[src/rtl/pcm_xcvr_pkg.sv]
package pcm_xcvr_pkg;

    localparam int NCH       = 2;
    localparam int MAX_W     = 32;
    localparam int MIN_W     = 8;
    localparam int LSB_LIMIT = 24;
    localparam int OFF_W     = 7;
    localparam int LEN_W     = 6;
    localparam int CNT_W     = OFF_W + 1;
    localparam int IDX_W     = $clog2(MAX_W);
    localparam logic [CNT_W-1:0] CNT_PARK = '1;

    typedef struct packed {
        logic [OFF_W-1:0] off;
        logic [LEN_W-1:0] len;
        logic             lsb_first;
    } lane_cfg_t;

    typedef struct packed {
        logic             active;
        logic             first;
        logic             last;
        logic [IDX_W-1:0] idx;
    } slot_pos_t;

    function automatic logic [LEN_W-1:0] clamp_len(input logic [LEN_W-1:0] raw);
        if (raw < LEN_W'(MIN_W)) return LEN_W'(MIN_W);
        if (raw > LEN_W'(MAX_W)) return LEN_W'(MAX_W);
        return raw;
    endfunction

    function automatic logic order_clash(input lane_cfg_t c);
        return c.lsb_first && (clamp_len(c.len) > LEN_W'(LSB_LIMIT));
    endfunction

    function automatic lane_cfg_t resolve(input lane_cfg_t c);
        lane_cfg_t r;
        r.off       = c.off;
        r.len       = clamp_len(c.len);
        r.lsb_first = c.lsb_first && !order_clash(c);
        return r;
    endfunction

    function automatic slot_pos_t locate(input logic [CNT_W-1:0] cnt, input lane_cfg_t c);
        slot_pos_t        p;
        logic [CNT_W-1:0] k;
        logic [CNT_W-1:0] l;
        k        = cnt - CNT_W'(c.off);
        l        = CNT_W'(c.len);
        p.active = (cnt >= CNT_W'(c.off)) && (k < l);
        p.first  = p.active && (k == '0);
        p.last   = p.active && (k == l - 1'b1);
        p.idx    = c.lsb_first ? IDX_W'(k) : IDX_W'(l - 1'b1 - k);
        return p;
    endfunction

endpackage

[src/rtl/pcm_bus_sampler.sv]
module pcm_bus_sampler (
    input  logic clk,
    input  logic rst,
    input  logic bclk,
    input  logic fsync,
    input  logic sdin,
    output logic bclk_rise,
    output logic bclk_fall,
    output logic fs_lvl,
    output logic din_lvl
);
    logic bclk_q, bclk_qq;

    always_ff @(posedge clk) begin
        if (rst) begin
            bclk_q  <= 1'b0;
            bclk_qq <= 1'b0;
            fs_lvl  <= 1'b0;
            din_lvl <= 1'b0;
        end else begin
            bclk_q  <= bclk;
            bclk_qq <= bclk_q;
            fs_lvl  <= fsync;
            din_lvl <= sdin;
        end
    end

    assign bclk_rise = bclk_q & ~bclk_qq;
    assign bclk_fall = ~bclk_q & bclk_qq;
endmodule

[src/rtl/pcm_tx_lane.sv]
module pcm_tx_lane
    import pcm_xcvr_pkg::*;
(
    input  logic             clk,
    input  logic             rst,
    input  lane_cfg_t        cfg,
    input  logic [CNT_W-1:0] cnt_nxt,
    input  logic             step,
    input  logic [MAX_W-1:0] wdata,
    input  logic             wvalid,
    output logic             wready,
    output logic             bit_o,
    output logic             act_o,
    output logic             underrun_o
);
    logic             full;
    logic [MAX_W-1:0] hold;
    logic [MAX_W-1:0] word;
    logic [MAX_W-1:0] src;
    slot_pos_t        pos;
    logic             load;

    assign pos    = locate(cnt_nxt, cfg);
    assign load   = step && pos.first;
    assign src    = pos.first ? (full ? hold : '0) : word;
    assign bit_o  = src[pos.idx];
    assign act_o  = pos.active;
    assign wready = ~full;

    always_ff @(posedge clk) begin
        if (rst) begin
            full       <= 1'b0;
            hold       <= '0;
            word       <= '0;
            underrun_o <= 1'b0;
        end else begin
            if (load) begin
                word <= full ? hold : '0;
                if (!full) underrun_o <= 1'b1;
            end
            if (load && full) begin
                full <= 1'b0;
            end else if (wvalid && !full) begin
                full <= 1'b1;
                hold <= wdata;
            end
        end
    end
endmodule

[src/rtl/pcm_rx_lane.sv]
module pcm_rx_lane
    import pcm_xcvr_pkg::*;
(
    input  logic             clk,
    input  logic             rst,
    input  lane_cfg_t        cfg,
    input  logic [CNT_W-1:0] cnt,
    input  logic             step,
    input  logic             din,
    input  logic             rready,
    output logic [MAX_W-1:0] rdata,
    output logic             rvalid,
    output logic             overrun_o
);
    logic [MAX_W-1:0] acc;
    logic [MAX_W-1:0] nxt;
    slot_pos_t        pos;
    logic             done;

    assign pos  = locate(cnt, cfg);
    assign done = step && pos.last;

    always_comb begin
        nxt          = pos.first ? '0 : acc;
        nxt[pos.idx] = din;
    end

    always_ff @(posedge clk) begin
        if (rst) begin
            acc       <= '0;
            rdata     <= '0;
            rvalid    <= 1'b0;
            overrun_o <= 1'b0;
        end else begin
            if (step && pos.active) acc <= nxt;
            if (done) begin
                rdata  <= nxt;
                rvalid <= 1'b1;
                if (rvalid && !rready) overrun_o <= 1'b1;
            end else if (rvalid && rready) begin
                rvalid <= 1'b0;
            end
        end
    end
endmodule

[src/rtl/pcm_slot_xcvr.sv]
module pcm_slot_xcvr
    import pcm_xcvr_pkg::*;
(
    input  logic                       clk,
    input  logic                       rst,
    input  logic                       bclk,
    input  logic                       fsync,
    input  logic                       sdin,
    output logic                       sdout,
    output logic                       sdout_oe,
    input  logic                       force_hiz,
    input  logic [NCH-1:0][OFF_W-1:0]  tx_off,
    input  logic [NCH-1:0][LEN_W-1:0]  tx_len,
    input  logic [NCH-1:0]             tx_lsb,
    input  logic [NCH-1:0][OFF_W-1:0]  rx_off,
    input  logic [NCH-1:0][LEN_W-1:0]  rx_len,
    input  logic [NCH-1:0]             rx_lsb,
    input  logic [NCH-1:0][MAX_W-1:0]  tx_data,
    input  logic [NCH-1:0]             tx_valid,
    output logic [NCH-1:0]             tx_ready,
    output logic [NCH-1:0][MAX_W-1:0]  rx_data,
    output logic [NCH-1:0]             rx_valid,
    input  logic [NCH-1:0]             rx_ready,
    output logic [NCH-1:0]             underrun,
    output logic [NCH-1:0]             overrun,
    output logic                       cfg_err
);
    logic             bclk_rise, bclk_fall, fs_lvl, din_lvl;
    logic             fs_prev;
    logic             frame_start;
    logic [CNT_W-1:0] bit_cnt, cnt_nxt;
    logic [NCH-1:0]   tx_bit, tx_act, clash;
    logic             nb, na;
    logic             dout_r, oe_r;

    pcm_bus_sampler u_smp (
        .clk(clk), .rst(rst), .bclk(bclk), .fsync(fsync), .sdin(sdin),
        .bclk_rise(bclk_rise), .bclk_fall(bclk_fall),
        .fs_lvl(fs_lvl), .din_lvl(din_lvl)
    );

    assign frame_start = fs_lvl && !fs_prev;
    assign cnt_nxt     = frame_start ? '0 :
                         (bit_cnt == CNT_PARK) ? bit_cnt : bit_cnt + 1'b1;

    always_ff @(posedge clk) begin
        if (rst) begin
            bit_cnt <= CNT_PARK;
            fs_prev <= 1'b0;
        end else if (bclk_rise) begin
            bit_cnt <= cnt_nxt;
            fs_prev <= fs_lvl;
        end
    end

    for (genvar g = 0; g < NCH; g++) begin : g_lane
        lane_cfg_t tx_raw, rx_raw, tx_eff, rx_eff;
        assign tx_raw   = '{off: tx_off[g], len: tx_len[g], lsb_first: tx_lsb[g]};
        assign rx_raw   = '{off: rx_off[g], len: rx_len[g], lsb_first: rx_lsb[g]};
        assign tx_eff   = resolve(tx_raw);
        assign rx_eff   = resolve(rx_raw);
        assign clash[g] = order_clash(tx_raw) | order_clash(rx_raw);

        pcm_tx_lane u_tx (
            .clk(clk), .rst(rst), .cfg(tx_eff), .cnt_nxt(cnt_nxt), .step(bclk_rise),
            .wdata(tx_data[g]), .wvalid(tx_valid[g]), .wready(tx_ready[g]),
            .bit_o(tx_bit[g]), .act_o(tx_act[g]), .underrun_o(underrun[g])
        );

        pcm_rx_lane u_rx (
            .clk(clk), .rst(rst), .cfg(rx_eff), .cnt(bit_cnt), .step(bclk_fall),
            .din(din_lvl), .rready(rx_ready[g]), .rdata(rx_data[g]),
            .rvalid(rx_valid[g]), .overrun_o(overrun[g])
        );
    end

    always_comb begin
        na = 1'b0;
        nb = 1'b0;
        for (int c = NCH - 1; c >= 0; c--) begin
            if (tx_act[c]) begin
                na = 1'b1;
                nb = tx_bit[c];
            end
        end
    end

    always_ff @(posedge clk) begin
        if (rst) begin
            dout_r  <= 1'b0;
            oe_r    <= 1'b0;
            cfg_err <= 1'b0;
        end else begin
            cfg_err <= |clash;
            if (bclk_rise) begin
                oe_r   <= na;
                dout_r <= na & nb;
            end
        end
    end

    assign sdout_oe = oe_r & ~force_hiz;
    assign sdout    = dout_r & sdout_oe;
endmodule

[config.mk]
export PLATFORM = sky130hd
export DESIGN_NAME = pcm_slot_xcvr
export DESIGN_NICKNAME = d
export VERILOG_FILES = /design/src/rtl/pcm_xcvr_pkg.sv /design/src/rtl/pcm_bus_sampler.sv /design/src/rtl/pcm_tx_lane.sv /design/src/rtl/pcm_rx_lane.sv /design/src/rtl/pcm_slot_xcvr.sv
export SDC_FILE = /design/constraint.sdc
export NUM_CORES = 1
export LEC_CHECK = 0
export ABC_AREA = 1
export BUFFER_PORTS_ARGS = -buffer_cell sky130_fd_sc_hd__buf_2
export CORE_ASPECT_RATIO = 2
export CORE_MARGIN = 5
export CORE_UTILIZATION = 64
export CTS_CLUSTER_SIZE = 25
export DETAILED_ROUTE_END_ITERATION = 16
export GPL_TIMING_DRIVEN = 1
export HOLD_SLACK_MARGIN = 0.12
export PLACE_DENSITY_LB_ADDON = 0.1
export SYNTH_ARGS = -nofsm -noshare
export SYNTH_HDL_FRONTEND = slang
export SYNTH_SLANG_ARGS = --single-unit
[constraint.sdc]
create_clock -name clk -period 13.2 [get_ports clk]
set_input_delay 1.98 -clock clk [delete_from_list [all_inputs] [get_ports clk]]
set_output_delay 1.98 -clock clk [all_outputs]
set_load 0.05 [all_outputs]
==> impl_metrics.toml <==
[cts]
cts_made_buffers = 25
cts.path.max_buffers = 3
root_buffer = "clkbuf_16"
clk_latency_ns = 0.55
cts.clk_slew.worst_paths_ns = 0.07
cts_hold_buf = 0
clkSinkCount = 280
cts_tree = "built"
cts_resized = 0
post-cts-setup-buffers = 0
cts.htree.levels = 1

[setup_path]
start_kind = "input port"
end_kind = "register"
ff2ff_path_depth = 27
cp_max_fo = 66
r2r_start = "bit_cnt[1]"
arrival_ns = 7.20
worstSetupPathType = "in -> reg"
worstSetupEndpoint = "g_lane[0].u_rx.rdata[22]"
regToRegEndpoint = "g_lane[1].u_tx.word[11]"
setup.worst_path.start = "rx_off[2]"
r2r_slack_ns = 6.78
required_ns = 13.68

[synthesis]
netlist_area_sq_um = 16400
synth_seq_cells = 280
yosysWarnings = 0
synth_common_cells = "inv_1 (381), nand2_1 (351), nor2_1 (342)"
yosysSeqAreaShare_pct = 34.1
synthTopCellsByArea = "dfxtp_1 (34%), o21ai_0 (9.2%), inv_1 (8.7%), nand2_1 (8.0%), nor2_1 (7.8%)"
yosysTopAreaCell = "dfxtp_1"
synth_top_area_share_pct = 34.1
post-synth-top-count-cell = "inv_1"
synthDistinctLibCells = 47
syn_inst = 2503
synthFlopType = "dfxtp_1"
async_flop_share_pct = 0
synth_edf_count = 0
synth.net_count = 2710
avgSynthCellArea_sq_um = 6.57

[timing]
finalMaxSlewViolations = 0
whs_ns = 0.449
period_needed_ns = 6.72
relSlewSlack_pct = 23.7
fin_worst_skew_ns = 0.0166
finalSetupViolCount = 0
hold_violations = 0
tightestPinTransition_ns = 1.14
finalCritPeriodShare_pct = 50.9
rsz0062_at_grt = "no"
fmax_mhz = 149
setup_tns_ns = 0

[floorplanning]
die_y_um = 237
initial_core_util_pct = 64.3
boundaryPins = 205
die-area_sq_um = 29200
num_rows = 83
core_sq_um = 25500
dieWidth_um = 123

[power]
p_leak_nw = 9.24
ir_worst_vdd_v = 0.000125
p_per_area_nw_per_um2 = 132

[placed_design]
port_buffers = 204
gp_congestion = 0.936
hpwl_um = 30400

[global_route]
grt_overflow_total = 0
grt_pass1_wl_um = 70100
grt_max_degree = 101
grt_use_total_pct = 28.6
grt_pass1_vias = 15368
antenna_found_initial = 2

[cells_and_area]
area_growth_pct = 10.4
nets = 2818
drive_above_1_share_pct = 11.7
multiInputGateArea_sq_um = 8700
num-fill-cells = 2345
regArea_sq_um = 5610

[routing]
drt_iter0_drc = 1075
vias_per_cell = 5.54
wl_per_cell_um = 14.5
wl_um = 43000
vias = 16445
dr.pass1.iters = 6
ant_nets = 0
post-route-drc-count = 0

[flow_run]
max-cap-violations = 0

[outcome]
outcome = "finished, final reports clean"

[worst_hold_path]
hold_path_class = "reg -> reg"
-- registers in the layout, indices dropped and copies added, names as in the netlist, 2 cells and up --
signal                  flops
g_lane.u_tx.hold           64
g_lane.u_tx.full            2
g_lane.u_rx.overrun_o       2
g_lane.u_tx.underrun_o      2
g_lane.u_tx.word           64
g_lane.u_rx.rvalid          2
bit_cnt                     8
g_lane.u_rx.rdata          64
g_lane.u_rx.acc            64
-- metrics by stage --
| step | setup WS, ns | cells | util, % | instance area, sq um | power, mW |
|---|---|---|---|---|---|
| floorplan | 8.08 | 2503 | - | 16400 | 1.48 |
| global placement | 6.24 | 2924 | 67.8 | 17300 | 1.64 |
| detailed placement | 6.02 | 2924 | 67.8 | 17300 | 1.66 |
| CTS | 6.55 | 2969 | 71.0 | 18100 | 2.41 |
| global route | 5.99 | 2971 | 71.0 | 18100 | 2.55 |
| finish | 6.48 | 2971 | 71.0 | 18100 | 2.40 |
-- layout make-up --
| cell class | count | area share, % |
|---|---|---|
| tap | 340 | 2.35 |
| clock buffer | 37 | 3.97 |
| sequential | 280 | 30.9 |
| multi-input combinational | 1695 | 48.0 |
| clock inverter | 8 | 0.538 |
| inverter | 394 | 8.16 |
| timing repair buffer | 215 | 6.10 |
| antenna | 2 | 0.0276 |
-- how the worst min path moves through the flow --
| stage | from | to | slack (ns) | cells after the start |
|---|---|---|---|---|
| after floorplan | u_smp.fs_lvl | fs_prev | 0.42 | 2 |
| after global placement | u_smp.fs_lvl | fs_prev | 0.44 | 2 |
| after detailed placement | u_smp.fs_lvl | fs_prev | 0.44 | 2 |
| after CTS | u_smp.fs_lvl | fs_prev | 0.45 | 2 |
| after global routing | u_smp.fs_lvl | fs_prev | 0.47 | 2 |
| final | u_smp.fs_lvl | fs_prev | 0.45 | 2 |
-- where the power goes --
group,switching [mW],leakage (nW),internal (mW)
clock network,0.327,0.405,0.418
logic,0.518,6.56,0.248
registers,0.0205,2.28,0.872
-- routing by layer --
layer	vias up	share of wire, %	track usage, %
li1	8234	-	-
met1	7526	38	32.5
met2	559	51	51.0
met3	126	5.3	3.20
met4	0	5.2	15.7
met5	-	0	0
-- cell families (layout without fill, tap and decap cells) --
family	Yosys count	count (layout)	synth area share [%]
AND/OR/NAND/NOR	1024	1024	27.2
XOR/XNOR	31	31	1.65
other	0	2	0
buffers and inverters	528	654	13.0
adder cells (fa/ha/maj)	77	77	6.18
AO/OA/AOI/OAI	563	563	17.9
flip-flops	280	280	34.1
-- critical path, stage by stage --
cell	delay [ns]
buf_2	0.08
inv_1	0.04
ha_1	0.34
nand3_1	0.09
nand2_1	0.10
a21oi_1	0.07
o21bai_1	0.21
xor2_1	0.33
inv_1	0.08
ha_1	0.33
a21o_1	0.17
a311oi_2	0.28
nand2_1	0.65
inv_2	0.77
nand3_2	1.00
a21oi_1	0.41
o21ai_0	0.13
inv_1	0.09
-- cell usage in the layout, fill, tap and decap left out, types with 23 or more instances in the layout --
| master | n |
|---|---|
| buf_2 | 203 |
| o21ai_1 | 27 |
| inv_1 | 380 |
| nand2_1 | 351 |
| clkbuf_16 | 25 |
| a21oi_1 | 191 |
| o21ai_0 | 301 |
| nor2_1 | 342 |
| nand3_1 | 247 |
| ha_1 | 70 |
| nand3b_1 | 23 |
| dfxtp_1 | 280 |
Note: power is estimated with default switching activity, not from simulation.
